==> config.mk <==
export PLATFORM = sky130hd
export DESIGN_NAME = barkbite_wdog
export DESIGN_NICKNAME = d
export VERILOG_FILES = /design/src/rtl/wdog_pkg.sv /design/src/rtl/wdog_fsm.sv /design/src/rtl/wdog_count.sv /design/src/rtl/wdog_cfg.sv /design/src/rtl/wdog_flags.sv /design/src/rtl/barkbite_wdog.sv
export SDC_FILE = /design/constraint.sdc
export NUM_CORES = 1
export LEC_CHECK = 0
export ABC_AREA = 1
export BUFFER_PORTS_ARGS = -buffer_cell sky130_fd_sc_hd__buf_4
export CAP_MARGIN = 15
export CORE_UTILIZATION = 55
export DETAILED_ROUTE_END_ITERATION = 16
export GPL_ROUTABILITY_DRIVEN = 0
export GPL_TIMING_DRIVEN = 0
export PLACE_DENSITY = 0.76
export SETUP_SLACK_MARGIN = 0.4
export SYNTH_ARGS = -nofsm -noshare
export SYNTH_HDL_FRONTEND = slang
export SYNTH_SLANG_ARGS = --single-unit
==> constraint.sdc <==
create_clock -name clk_i -period 2.18 [get_ports clk_i]
set_clock_uncertainty 0.1 [all_clocks]
set_input_delay 0.218 -clock clk_i [delete_from_list [all_inputs] [get_ports clk_i]]
set_output_delay 0.218 -clock clk_i [all_outputs]
set_load 0.01 [all_outputs]
==> src/rtl/wdog_pkg.sv <==
package wdog_pkg;
    typedef enum logic [1:0] {
        ST_OFF  = 2'd0,
        ST_RUN  = 2'd1,
        ST_HOLD = 2'd2
    } wd_state_e;

    localparam int unsigned LIM_N    = 2;
    localparam int unsigned LIM_BARK = 0;
    localparam int unsigned LIM_BITE = 1;
endpackage

==> src/rtl/wdog_fsm.sv <==
module wdog_fsm
    import wdog_pkg::*;
(
    input  logic      clk_i,
    input  logic      rst_ni,
    input  logic      run_en_i,
    input  logic      sleep_hold_i,
    input  logic      sleep_i,
    input  logic      esc_i,
    output wd_state_e state_o,
    output logic      tick_o
);
    wd_state_e state_q, state_d;
    logic      pause;

    assign pause = esc_i || (sleep_hold_i && sleep_i);

    always_ff @(posedge clk_i or negedge rst_ni) begin
        if (!rst_ni) state_q <= ST_OFF;
        else         state_q <= state_d;
    end

    always_comb begin
        state_d = state_q;
        unique case (state_q)
            ST_OFF: begin
                if (run_en_i) state_d = pause ? ST_HOLD : ST_RUN;   // ARM / PAUSE
            end
            ST_RUN: begin
                if (!run_en_i)  state_d = ST_OFF;                   // DISARM
                else if (pause) state_d = ST_HOLD;                  // PAUSE
            end
            ST_HOLD: begin
                if (!run_en_i)  state_d = ST_OFF;                   // DISARM
                else if (!pause) state_d = ST_RUN;                  // RESUME
            end
            default: state_d = ST_OFF;
        endcase
    end

    always_comb begin
        tick_o = 1'b0;
        unique case (state_q)
            ST_OFF:  tick_o = 1'b0;
            ST_RUN:  tick_o = 1'b1;
            ST_HOLD: tick_o = 1'b0;
            default: tick_o = 1'b0;
        endcase
    end

    assign state_o = state_q;

    // escalation forces the hold state on the following edge
    p_esc_hold_r10: assert property (@(posedge clk_i) disable iff (!rst_ni)
        (esc_i && run_en_i) |=> (state_q == ST_HOLD));
endmodule

==> src/rtl/wdog_count.sv <==
module wdog_count #(
    parameter int unsigned CNT_W = 32
) (
    input  logic             clk_i,
    input  logic             rst_ni,
    input  logic             tick_i,
    input  logic             load_i,
    input  logic [CNT_W-1:0] load_val_i,
    output logic [CNT_W-1:0] count_o
);
    localparam logic [CNT_W-1:0] CNT_MAX = {CNT_W{1'b1}};

    logic [CNT_W-1:0] cnt_q;

    always_ff @(posedge clk_i or negedge rst_ni) begin
        if (!rst_ni)                          cnt_q <= '0;
        else if (load_i)                      cnt_q <= load_val_i;
        else if (tick_i && cnt_q != CNT_MAX)  cnt_q <= cnt_q + 1'b1;
    end

    assign count_o = cnt_q;

    // a full count stays full unless reloaded
    p_no_wrap_r3: assert property (@(posedge clk_i) disable iff (!rst_ni)
        (cnt_q == CNT_MAX && !load_i) |=> (cnt_q == CNT_MAX));
    // a frozen state leaves the count unchanged
    p_hold_freeze_r9: assert property (@(posedge clk_i) disable iff (!rst_ni)
        (!tick_i && !load_i) |=> $stable(cnt_q));
    // load has priority
    p_load_r8: assert property (@(posedge clk_i) disable iff (!rst_ni)
        load_i |=> (cnt_q == $past(load_val_i)));
endmodule

==> src/rtl/wdog_cfg.sv <==
module wdog_cfg
    import wdog_pkg::*;
#(
    parameter int unsigned CNT_W = 32
) (
    input  logic                        clk_i,
    input  logic                        rst_ni,
    input  logic [CNT_W-1:0]            wdata_i,
    input  logic                        ctl_we_i,
    input  logic                        ctl_run_i,
    input  logic                        ctl_sleep_hold_i,
    input  logic [LIM_N-1:0]            lim_we_i,
    input  logic                        lock_clr_i,
    output logic                        run_en_o,
    output logic                        sleep_hold_o,
    output logic [LIM_N-1:0][CNT_W-1:0] lim_o,
    output logic                        lock_o
);
    logic run_q, hold_q, lock_q;

    always_ff @(posedge clk_i or negedge rst_ni) begin
        if (!rst_ni) begin
            run_q  <= 1'b0;
            hold_q <= 1'b0;
        end else if (ctl_we_i && lock_q) begin
            run_q  <= ctl_run_i;
            hold_q <= ctl_sleep_hold_i;
        end
    end

    always_ff @(posedge clk_i or negedge rst_ni) begin
        if (!rst_ni)         lock_q <= 1'b1;
        else if (lock_clr_i) lock_q <= 1'b0;
    end

    for (genvar g = 0; g < LIM_N; g++) begin : g_lim
        logic [CNT_W-1:0] lim_q;
        always_ff @(posedge clk_i or negedge rst_ni) begin
            if (!rst_ni)                     lim_q <= '1;
            else if (lim_we_i[g] && lock_q)  lim_q <= wdata_i;
        end
        assign lim_o[g] = lim_q;
    end

    assign run_en_o     = run_q;
    assign sleep_hold_o = hold_q;
    assign lock_o       = lock_q;

    // once cleared the lock stays cleared
    p_lock_oneway_r12: assert property (@(posedge clk_i) disable iff (!rst_ni)
        !lock_q |=> !lock_q);
    // locked control ignores writes
    p_locked_ctl_r11: assert property (@(posedge clk_i) disable iff (!rst_ni)
        (!lock_q && ctl_we_i) |=> ($stable(run_q) && $stable(hold_q)));
endmodule

==> src/rtl/wdog_flags.sv <==
module wdog_flags
    import wdog_pkg::*;
#(
    parameter int unsigned CNT_W = 32
) (
    input  logic                        clk_i,
    input  logic                        rst_ni,
    input  logic                        tick_i,
    input  logic [CNT_W-1:0]            count_i,
    input  logic [LIM_N-1:0][CNT_W-1:0] lim_i,
    input  logic                        intr_clr_i,
    input  logic                        cause_clr_i,
    output logic                        intr_o,
    output logic                        wake_o,
    output logic                        rst_req_o
);
    logic [LIM_N-1:0] hit;
    logic intr_q, wake_q, rst_q;

    for (genvar g = 0; g < LIM_N; g++) begin : g_cmp
        assign hit[g] = tick_i && (count_i >= lim_i[g]);
    end

    always_ff @(posedge clk_i or negedge rst_ni) begin
        if (!rst_ni) begin
            intr_q <= 1'b0;
            wake_q <= 1'b0;
            rst_q  <= 1'b0;
        end else begin
            intr_q <= (intr_q && !intr_clr_i)  || hit[LIM_BARK];
            wake_q <= (wake_q && !cause_clr_i) || hit[LIM_BARK];
            rst_q  <= hit[LIM_BITE];
        end
    end

    assign intr_o    = intr_q;
    assign wake_o    = wake_q;
    assign rst_req_o = rst_q;

    // wakeup request is sticky until its own clear
    p_wake_sticky_r6: assert property (@(posedge clk_i) disable iff (!rst_ni)
        (wake_q && !cause_clr_i) |=> wake_q);
    // bark interrupt is sticky until cleared
    p_intr_sticky_r4: assert property (@(posedge clk_i) disable iff (!rst_ni)
        (intr_q && !intr_clr_i) |=> intr_q);
    // no reset request without a running counter
    p_rst_needs_run_r7: assert property (@(posedge clk_i) disable iff (!rst_ni)
        !tick_i |=> !rst_q);
endmodule

==> src/rtl/barkbite_wdog.sv <==
module barkbite_wdog
    import wdog_pkg::*;
#(
    parameter int unsigned CNT_W = 32
) (
    input  logic             clk_i,
    input  logic             rst_ni,
    input  logic [CNT_W-1:0] wdata_i,
    input  logic             ctl_we_i,
    input  logic             ctl_run_i,
    input  logic             ctl_sleep_hold_i,
    input  logic             bark_we_i,
    input  logic             bite_we_i,
    input  logic             cnt_we_i,
    input  logic             lock_clr_i,
    input  logic             intr_clr_i,
    input  logic             cause_clr_i,
    input  logic             sleep_i,
    input  logic             esc_i,
    output logic [CNT_W-1:0] count_o,
    output logic             lock_o,
    output logic             intr_bark_o,
    output logic             nmi_bark_o,
    output logic             wake_req_o,
    output logic             rst_req_o
);
    logic                        run_en, sleep_hold, tick, intr;
    logic [LIM_N-1:0]            lim_we;
    logic [LIM_N-1:0][CNT_W-1:0] lim;
    logic [CNT_W-1:0]            count;
    wd_state_e                   state;

    assign lim_we[LIM_BARK] = bark_we_i;
    assign lim_we[LIM_BITE] = bite_we_i;

    wdog_cfg #(.CNT_W(CNT_W)) u_cfg (
        .clk_i, .rst_ni, .wdata_i, .ctl_we_i, .ctl_run_i, .ctl_sleep_hold_i,
        .lim_we_i(lim_we), .lock_clr_i, .run_en_o(run_en),
        .sleep_hold_o(sleep_hold), .lim_o(lim), .lock_o(lock_o)
    );

    wdog_fsm u_fsm (
        .clk_i, .rst_ni, .run_en_i(run_en), .sleep_hold_i(sleep_hold),
        .sleep_i, .esc_i, .state_o(state), .tick_o(tick)
    );

    wdog_count #(.CNT_W(CNT_W)) u_cnt (
        .clk_i, .rst_ni, .tick_i(tick), .load_i(cnt_we_i),
        .load_val_i(wdata_i), .count_o(count)
    );

    wdog_flags #(.CNT_W(CNT_W)) u_flags (
        .clk_i, .rst_ni, .tick_i(tick), .count_i(count), .lim_i(lim),
        .intr_clr_i, .cause_clr_i, .intr_o(intr), .wake_o(wake_req_o),
        .rst_req_o(rst_req_o)
    );

    assign count_o     = count;
    assign intr_bark_o = intr;
    assign nmi_bark_o  = intr;

    // in the run state an unloaded, unsaturated count advances by one
    p_step_r2: assert property (@(posedge clk_i) disable iff (!rst_ni)
        (state == ST_RUN && !cnt_we_i && count != {CNT_W{1'b1}})
        |=> (count == $past(count) + 1'b1));
    // a bark sets the interrupt even against a clear
    p_bark_sets_r4: assert property (@(posedge clk_i) disable iff (!rst_ni)
        (state == ST_RUN && count >= lim[LIM_BARK]) |=> intr_bark_o);
endmodule

==> impl_metrics.yaml, run 1 <==
synthesis:
  synthArstFlopShare_pct: 100
  ys_seq_area_share_pct: 39.0
  syn_inst: 954
  synth_seq_cells: 104
  synthesis.nets: 1064
  mappedNetlistArea_sq_um: 6880
  ys.flop_type: "dfstp_2"
  synth_cell_types: 34
  yosysWarnings: 0
  syn_avg_cell_area_sq_um: 7.21
  synth_edf_count: 0
route:
  drcViolationCount: 0
  wire_per_inst_um: 16.0
  via_per_inst: 5.34
  vias: 6845
  routed_wl_mm: 20.5
  drt_iter0_markers: 485
  final_antenna_net_count: 0
  first_pass_iters: 5
worst_setup_path:
  max_stage_delay_ns: 0.54
  path_buf_inv: 2
  crit_type: "reg -> reg"
  cp-start-kind: "flop"
  crit_slowest_cell: "dfstp_2"
  crit_chain: "inv_1, ha_4, nand2_4, nor2_4, and2_4, nand2_1, inv_1, nand2_2, nand2_2, nand2_1, nand2_1, nand2_2, nand2_2"
  crit_path_end_kind: "flop"
  cp_max_fo: 2
  path_common_cell: "nand2_2"
  crit_arrival_ns: 2.17
  crit_family: "simple AND/OR/NAND/NOR gates"
  crit_required_ns: 2.39
power:
  pwr_density_cell_nw_per_um2: 681
  power_mw: 6.26
  power.share.clock_pct: 31.0
  p_int_mw: 4.25
  seqPwrFrac_pct: 39.3
  combPwrFrac_pct: 29.8
  p_leak_nw: 4.29
  p_sw_share_pct: 32.0
  vdd.ir_drop.worst_mv: 0.553
  p_switching_mw: 2.01
global_routing:
  grt.overflow.total: 0
  global_route.usage.met2_pct: 53.5
  grt_pass1_wl_mm: 32.3
  met3_usage_pct: 6.43
  busiest_layer: "met2"
  grt_util_all_layers_pct: 32.3
  grt_pass1_vias: 6653
  grt_max_degree: 57
  use_met1_pct: 40.8
  antenna_found_initial: 0
sta:
  rsz0062_at_grt: "true"
  whs_ns: 0.00217
  slew_headroom_pct: 56.9
  min_period_over_period_pct: 90.2
  fin_crit_ns: 1.97
  tns_ns: 0
  worstMarginPinSlew_ns: 0.646
  setup_viol: 0
  slew_violations: 0
  final_hold_viol_count: 0
  max_freq_mhz: 509
cells_and_area:
  drive_above_1_share_pct: 30.9
  nNetsFinal: 1219
  regMostFlops: "u_cfg.g_lim.lim_q"
  final_common_cell: "nand2_1"
  final_core_util_pct: 75.9
  layout_common_cells: "nand2_1, inv_1, buf_4, o21ai_0, dfstp_2"
  largest_reg_flops: 64
  diodes: 0
  syn_to_final_growth_pct: 33.6
cts:
  clockBufferDepth: 2
  clkSinkCount: 104
  cts_tree: "built"
  clk_latency_ns: 0.36
  path_clk_slew_ns: 0.07
  cts-buffers-inserted: 9
  cts_root_buf: "clkbuf_16"
  h-tree-depth: 3
job:
  cap_violations: 0
min_path:
  hp-class: "in -> reg"
floorplan:
  io_pins: 82
  fp.dieH_um: 114
  start_util_pct: 56.8
  placementRows: 40
  die_area_sq_um: 13000
  core_sq_um: 12100
  die_w_um: 114
run_status:
  outcome: "complete, no violations"
placement:
  port_buffers: 80
  place_hpwl_mm: 13.9
-- kinds of logic after synthesis --
logic type                 synth area share (%)
adders and majority gates                  11.8
and+or+nand+nor                            28.0
buffers and inverters                      10.3
muxes                                     0.327
DFF                                        39.0
AOI/OAI and AO/OA                          9.82
xor gates and xnor gates                  0.636
-- per-stage QoR --
stage	worst slack [ns]	cell area, sq um	instances
3_5_place_dp	0.154	7740	1203
6_report	0.214	9200	1282
4_1_cts	0.322	8910	1270
5_1_grt	0.172	9200	1282
2_1_floorplan	0.403	6900	954
3_3_place_gp	0.163	7710	1202
-- area by class of cell --
| class | count | area [sq um] |
|---|---|---|
| plain buffers | 26 | 158 |
| clock buffers | 11 | 253 |
| clock inverters | 5 | 103 |
| well taps | 168 | 210 |
| multi-input cells | 669 | 3990 |
| repair buffers | 144 | 1170 |
| fillers | 903 | 2920 |
| inverters | 155 | 589 |
| flip-flops and latches | 104 | 2720 |
-- Yosys cell counts (2+ instances only) --
cell type / count / share of area [%]
xor2_1: 4 / 0.51
ha_1: 65 / 12
inv_1: 152 / 8.3
o21a_1: 3 / 0.33
dfrtp_1: 39 / 14
nand4_1: 7 / 0.64
nand3_1: 66 / 4.8
a21oi_1: 35 / 2.5
buf_6: 3 / 0.49
nand2_2: 5 / 0.45
nor3_1: 16 / 1.2
nand3b_1: 3 / 0.33
nand2_1: 300 / 16
o21ai_0: 83 / 6.0
clkbuf_1: 17 / 0.93
inv_2: 2 / 0.11
nor2_2: 2 / 0.18
nor2_4: 3 / 0.49
dfstp_2: 65 / 25
o21ai_1: 5 / 0.36
buf_2: 4 / 0.29
nor2_1: 62 / 3.4
mux2_2: 2 / 0.33
-- repair_timing --
item | in CTS | in global routing
hold buffers | 26 | 0
pin swaps | 33 | 16
endpoints found under the setup margin | 35 | 39
endpoints found under the hold margin | 41 | 0
gates resized for setup | 91 | 52
setup buffers | 25 | 12
-- metal layers --
layer  routed length (um)  vias up
li1                     -     3324
met2                 9660      256
met3                 1240       54
met1                 8780     3211
met5                    0        -
met4                  815        0
-- final timing paths --
check / slack, ns / start / cells after the start / to
setup reg to reg: 0.21 / u_cfg.g_lim[0].lim_q[14] / 13 / u_flags.wake_o
setup / recovery: 0.21 / u_cfg.g_lim[0].lim_q[14] / 13 / u_flags.wake_o
hold / removal: 0.002 / wdata_i[16] / 3 / u_cnt.count_o[16]
min in group asynchronous: 0.33 / rst_ni / 2 / u_cnt.count_o[8]
max in group asynchronous: 0.92 / rst_ni / 3 / u_cfg.g_lim[0].lim_q[21]
hold reg to reg: 0.36 / u_cfg.lock_o / 2 / u_cfg.lock_o
-- power by group through the flow --
| stage | combinational, mW | sequential, mW | clock (mW) |
|---|---|---|---|
| 2_1_floorplan | 0.843 | 2.43 | 0 |
| 3_3_place_gp | 1.29 | 2.45 | 0 |
| 3_5_place_dp | 1.35 | 2.46 | 0 |
| 4_1_cts | 1.65 | 2.44 | 1.94 |
| 5_1_grt | 2.07 | 2.48 | 2.02 |
| 6_report | 1.86 | 2.46 | 1.94 |
-- tightest hold or removal path, cell delays in order --
cell	delay, ns
buf_4	0.10
nand2_1	0.05
nand3_1	0.07
(Power assumes the default switching activity.)
==> run 2, diff against run 1 <==
- CELL_PAD_IN_SITES_DETAIL_PLACEMENT: not set -> 0
- CELL_PAD_IN_SITES_GLOBAL_PLACEMENT: not set -> 1
- CORE_UTILIZATION: 55 -> 43
- PLACE_DENSITY: 0.76 -> not set
- PLACE_DENSITY_LB_ADDON: not set -> 0.1
- SLEW_MARGIN: not set -> 15
==> run 2 against run 1 <==
  * Sequential share of layout area down 2.1 points
  * Critical path depth decreased by 1
  * Register-to-register slack improved by 0.07 ns
  * Combinational power increased by 9.7%
  * Non-clock buffer count grew 28
  * Highest routed layer unchanged
  * Clock power shrank 4%
  * Wire length is 4.2% higher
  * Hold slack improved by 0.0012 ns
  * Design area grew 7.9%
  * Largest cell class unchanged
  * First-iteration DRC count is 34% lower
==> impl_metrics.yaml, run 2 (same netlist as run 1, synthesis figures left out) <==
worst_setup_path:
  cp_max_fo: 6
  crit_required_ns: 2.32
  crit_arrival_ns: 2.04
  cp-start-kind: "flop"
  crit_type: "reg -> reg"
  crit_path_end_kind: "flop"
power:
  p_leak_nw: 4.63
  p_int_mw: 4.29
  power.share.clock_pct: 29.4
  combPwrFrac_pct: 32.0
  seqPwrFrac_pct: 38.6
  pwr_density_cell_nw_per_um2: 640
  p_switching_mw: 2.06
  vdd.ir_drop.worst_mv: 0.464
  p_sw_share_pct: 32.4
  power_mw: 6.35
global_routing:
  global_route.usage.met2_pct: 43.2
  grt.overflow.total: 0
  busiest_layer: "met2"
  grt_pass1_wl_mm: 32.7
  grt_max_degree: 105
  use_met1_pct: 35.1
  met3_usage_pct: 4.16
  grt_util_all_layers_pct: 26.0
  grt_pass1_vias: 6369
  antenna_found_initial: 0
job:
  cap_violations: 0
floorplan:
  io_pins: 82
  die_area_sq_um: 16500
  die_w_um: 128
  fp.dieH_um: 128
  placementRows: 45
  start_util_pct: 44.6
  core_sq_um: 15400
cells_and_area:
  regMostFlops: "u_cfg.g_lim.lim_q"
  largest_reg_flops: 64
  final_core_util_pct: 64.3
  syn_to_final_growth_pct: 44.2
  drive_above_1_share_pct: 39.1
  finalNonFillerCells: 1353
  diodes: 0
  multi_input_area_sq_um: 4360
  fill_cells: 1438
  layout_common_cells: "nand2_1, buf_4, inv_1, o21ai_0, dfstp_2"
  final_common_cell: "nand2_1"
  nNetsFinal: 1247
  register_area_sq_um: 2720
cts:
  cts_root_buf: "clkbuf_16"
  clkSinkCount: 104
  path_clk_slew_ns: 0.07
  clockBufferDepth: 2
  cts-buffers-inserted: 9
  h-tree-depth: 3
  clk_latency_ns: 0.36
  cts_tree: "built"
sta:
  rsz0062_at_grt: "true"
  max_freq_mhz: 527
  fin_crit_ns: 1.90
  slew_headroom_pct: 36.0
  setup_viol: 0
  min_period_over_period_pct: 87.0
  worstMarginPinSlew_ns: 0.960
  final_hold_viol_count: 0
  tns_ns: 0
  slew_violations: 0
route:
  via_per_inst: 5.00
  wire_per_inst_um: 15.8
  vias: 6760
  first_pass_iters: 7
  drcViolationCount: 0
  routed_wl_mm: 21.3
  final_antenna_net_count: 0
  drt_iter0_markers: 320
placement:
  dpl.cell_count: 1245
  place_hpwl_mm: 14.7
  port_buffers: 80
min_path:
  hp-class: "in -> reg"
run_status:
  outcome: "complete, no violations"
## run 2: layout make-up
cell class	count	share of cell area, %
plain buffers	26	1.79
flip-flops and latches	104	27.5
multi-input cells	669	43.9
repair buffers	172	14.7
well taps	211	2.66
clock inverters	7	1.11
inverters	155	6.07
clock buffers	9	2.27
## run 2: stage by stage
stage	setup WS, ns	hold slack, ns	instance area, sq um
after global placement	0.0720	0.234	7760
after global routing	0.202	0.0108	9920
after CTS	0.270	0.000376	9100
final	0.283	0.00338	9920
after detailed placement	0.0566	0.236	7770
after floorplan	0.403	-0.178	6900
## run 2: power groups by stage
stage | logic, mW | clock network (mW) | registers, mW
after floorplan | 0.843 | 0 | 2.43
after global placement | 1.33 | 0 | 2.47
after detailed placement | 1.34 | 0 | 2.47
after CTS | 1.71 | 1.90 | 2.43
after global routing | 2.29 | 1.95 | 2.48
final | 2.04 | 1.87 | 2.45
## run 2: repair_timing
| item | in CTS | in global routing |
|---|---|---|
| hold buffers | 26 | 0 |
| pin swaps | 35 | 46 |
| setup endpoints to repair | 35 | 60 |
| buffers inserted | 41 | 20 |
| gates resized for setup | 107 | 143 |
| hold endpoints to repair | 65 | 0 |
| cloned | 1 | 4 |
## run 2: path summary, 6_finish.rpt
kind,from,endpoint,slack (ns),cells after the start
min reg2reg,u_cfg.lock_o,u_cfg.lock_o,0.38,2
max reg2reg,u_cnt.count_o[1],u_cnt.count_o[2],0.28,12
max in group asynchronous,rst_ni,u_cnt.count_o[20],0.83,2
min,wdata_i[12],u_cnt.count_o[12],0.003,3
min in group asynchronous,rst_ni,u_cnt.count_o[4],0.48,2
max,u_cnt.count_o[1],u_cnt.count_o[2],0.28,12
## run 2: per-layer routing
layer	share of wire [%]	wire length, um
met1	48	10100
met2	48	10200
met3	3.7	784
met4	1.2	258
met5	0	0
## run 2: worst max-delay path, cell delays in order (launching register included)
cell and delay [ns]:
dfrtp_2 0.40, buf_6 0.11, ha_4 0.14, nand2_4 0.06, nor2_4 0.17, nand2_4 0.07
nor2_4 0.10, nand2_2 0.09, nand2_4 0.13, nand2_8 0.08, clkinv_8 0.10, clkbuf_16 0.17
o21ai_1 0.06
==> run 3, diff against run 2 <==
- CORE_MARGIN: not set -> 2
==> run 3 against run 2 <==
  * Sequential power about the same
  * Critical path depth down 1
  * Total power down 8.5%
  * First-iteration DRC count up 16%
  * Critical path type unchanged
  * Critical endpoint is now u_cnt.count_o[9]
==> impl_metrics.yaml, run 3 (same netlist as run 1, synthesis figures left out) <==
cells_and_area:
  multi_input_area_sq_um: 3890
  drive_above_1_share_pct: 30.6
  fill_cells: 1622
  syn_to_final_growth_pct: 32.4
  largest_reg_flops: 64
  finalNonFillerCells: 1335
  diodes: 0
  nNetsFinal: 1224
  register_area_sq_um: 2720
  regMostFlops: "u_cfg.g_lim.lim_q"
  final_design_area_no_fill_sq_um: 9110
  final_common_cell: "nand2_1"
  final_core_util_pct: 57.8
  layout_common_cells: "nand2_1, inv_1, buf_4, o21ai_0, dfstp_2"
placement:
  place_area_sq_um: 7770
  dp_slack_ns: 0.0362
  place_hpwl_mm: 15.0
  dpl.cell_count: 1250
  port_buffers: 80
run_status:
  outcome: "complete, no violations"
worst_setup_path:
  cp_max_fo: 10
  crit_arrival_ns: 1.97
  crit_family: "simple AND/OR/NAND/NOR gates"
  crit_path_end_kind: "flop"
  crit_type: "reg -> reg"
  max_stage_delay_ns: 0.44
  path_buf_inv: 2
  path_common_cell: "nand2_2"
  cp-start-kind: "flop"
  r2r-start: "u_cnt.count_o[1]"
  crit_required_ns: 2.31
  crit_chain: "ha_4, nand2_4, nor2_4, nand2_2, nor2_4, nand2_2, nand2_2, inv_2, buf_6, nand3_1, nand3_1"
  crit_slowest_cell: "dfrtp_2"
  startpoint: "u_cnt.count_o[1]"
floorplan:
  fp.dieH_um: 130
  core_sq_um: 15800
  die_area_sq_um: 17000
  die_w_um: 130
  io_pins: 82
  placementRows: 46
  start_util_pct: 43.6
sta:
  min_period_over_period_pct: 84.4
  worstMarginPinSlew_ns: 0.982
  slew_violations: 0
  slew_headroom_pct: 34.5
  tns_ns: 0
  setup_ws_ns: 0.340
  max_freq_mhz: 543
  final_hold_viol_count: 0
  setup_viol: 0
  rsz0062_at_grt: "true"
  fin_crit_ns: 1.84
min_path:
  hp-class: "in -> reg"
  hold_start: "wdata_i[19]"
cts:
  cts-buffers-inserted: 9
  cts_tree: "built"
  cts_root_buf: "clkbuf_16"
  h-tree-depth: 3
  clkSinkCount: 104
  path_clk_slew_ns: 0.07
  clockBufferDepth: 2
  clk_latency_ns: 0.36
route:
  first_pass_iters: 5
  drt_iter0_markers: 370
  wire_per_inst_um: 15.4
  vias: 6537
  via_per_inst: 4.90
  routed_wl_mm: 20.6
  drcViolationCount: 0
  final_antenna_net_count: 0
global_routing:
  grt_pass1_wl_mm: 32.7
  grt.overflow.total: 0
  grt_pass1_vias: 6121
  grt_max_degree: 105
  antenna_found_initial: 0
  grt_util_all_layers_pct: 25.2
power:
  p_leak_nw: 4.27
  vdd.ir_drop.worst_mv: 0.502
  pwr_density_cell_nw_per_um2: 638
job:
  cap_violations: 0
==> run 3: metal layers <==
layer / routed length (um) / global-route usage (%)
met5: 0 / 0
met4: 242 / 5.63
met3: 691 / 2.52
met2: 9680 / 40.9
met1: 9960 / 36.5
==> run 3: area by class of cell <==
cell class,instances,area share [%]
repair buffers,149,13.2
clock inverters,6,0.659
well taps,216,2.97
flip-flops and latches,104,29.9
plain buffers,26,1.68
inverters,155,6.44
multi-input cells,669,42.7
clock buffers,10,2.51
==> run 3: timing repair <==
item                                    4_1_cts  5_1_grt
hold endpoints to repair                     65        0
endpoints found under the setup margin       35       72
setup buffers                                35        8
resized for setup                            92       40
hold buffers                                 26        0
pin swaps                                    34       14
==> run 3: worst min-delay path, stage by stage <==
cell and delay (ns):
buf_4 0.09, nand2_1 0.05, nand3_1 0.07
==> run 3: worst paths after layout <==
| path | slack [ns] | cells past startpoint | to |
|---|---|---|---|
| worst max-delay path | 0.34 | 11 | u_cnt.count_o[9] |
| worst min-delay path | 0.004 | 3 | u_cnt.count_o[19] |
| worst max register to register | 0.34 | 11 | u_cnt.count_o[9] |
| worst min register to register | 0.39 | 2 | u_cfg.lock_o |
| max in group asynchronous | 0.81 | 2 | u_cnt.count_o[16] |
| min in group asynchronous | 0.47 | 2 | u_cfg.sleep_hold_o |
==> run 3: through the flow <==
step	power (mW)	hold slack [ns]
after detailed placement	3.82	0.237
after global routing	6.20	0.0235
after global placement	3.79	0.234
after CTS	5.76	0.00246
final	5.82	0.00387
after floorplan	3.27	-0.178
==> run 3: report_power, final <==
group / leakage, nW / internal [mW] / switching (mW)
sequential: 1.13 / 2.21 / 0.213
clock: 0.138 / 0.886 / 0.767
combinational: 3.00 / 0.791 / 0.949
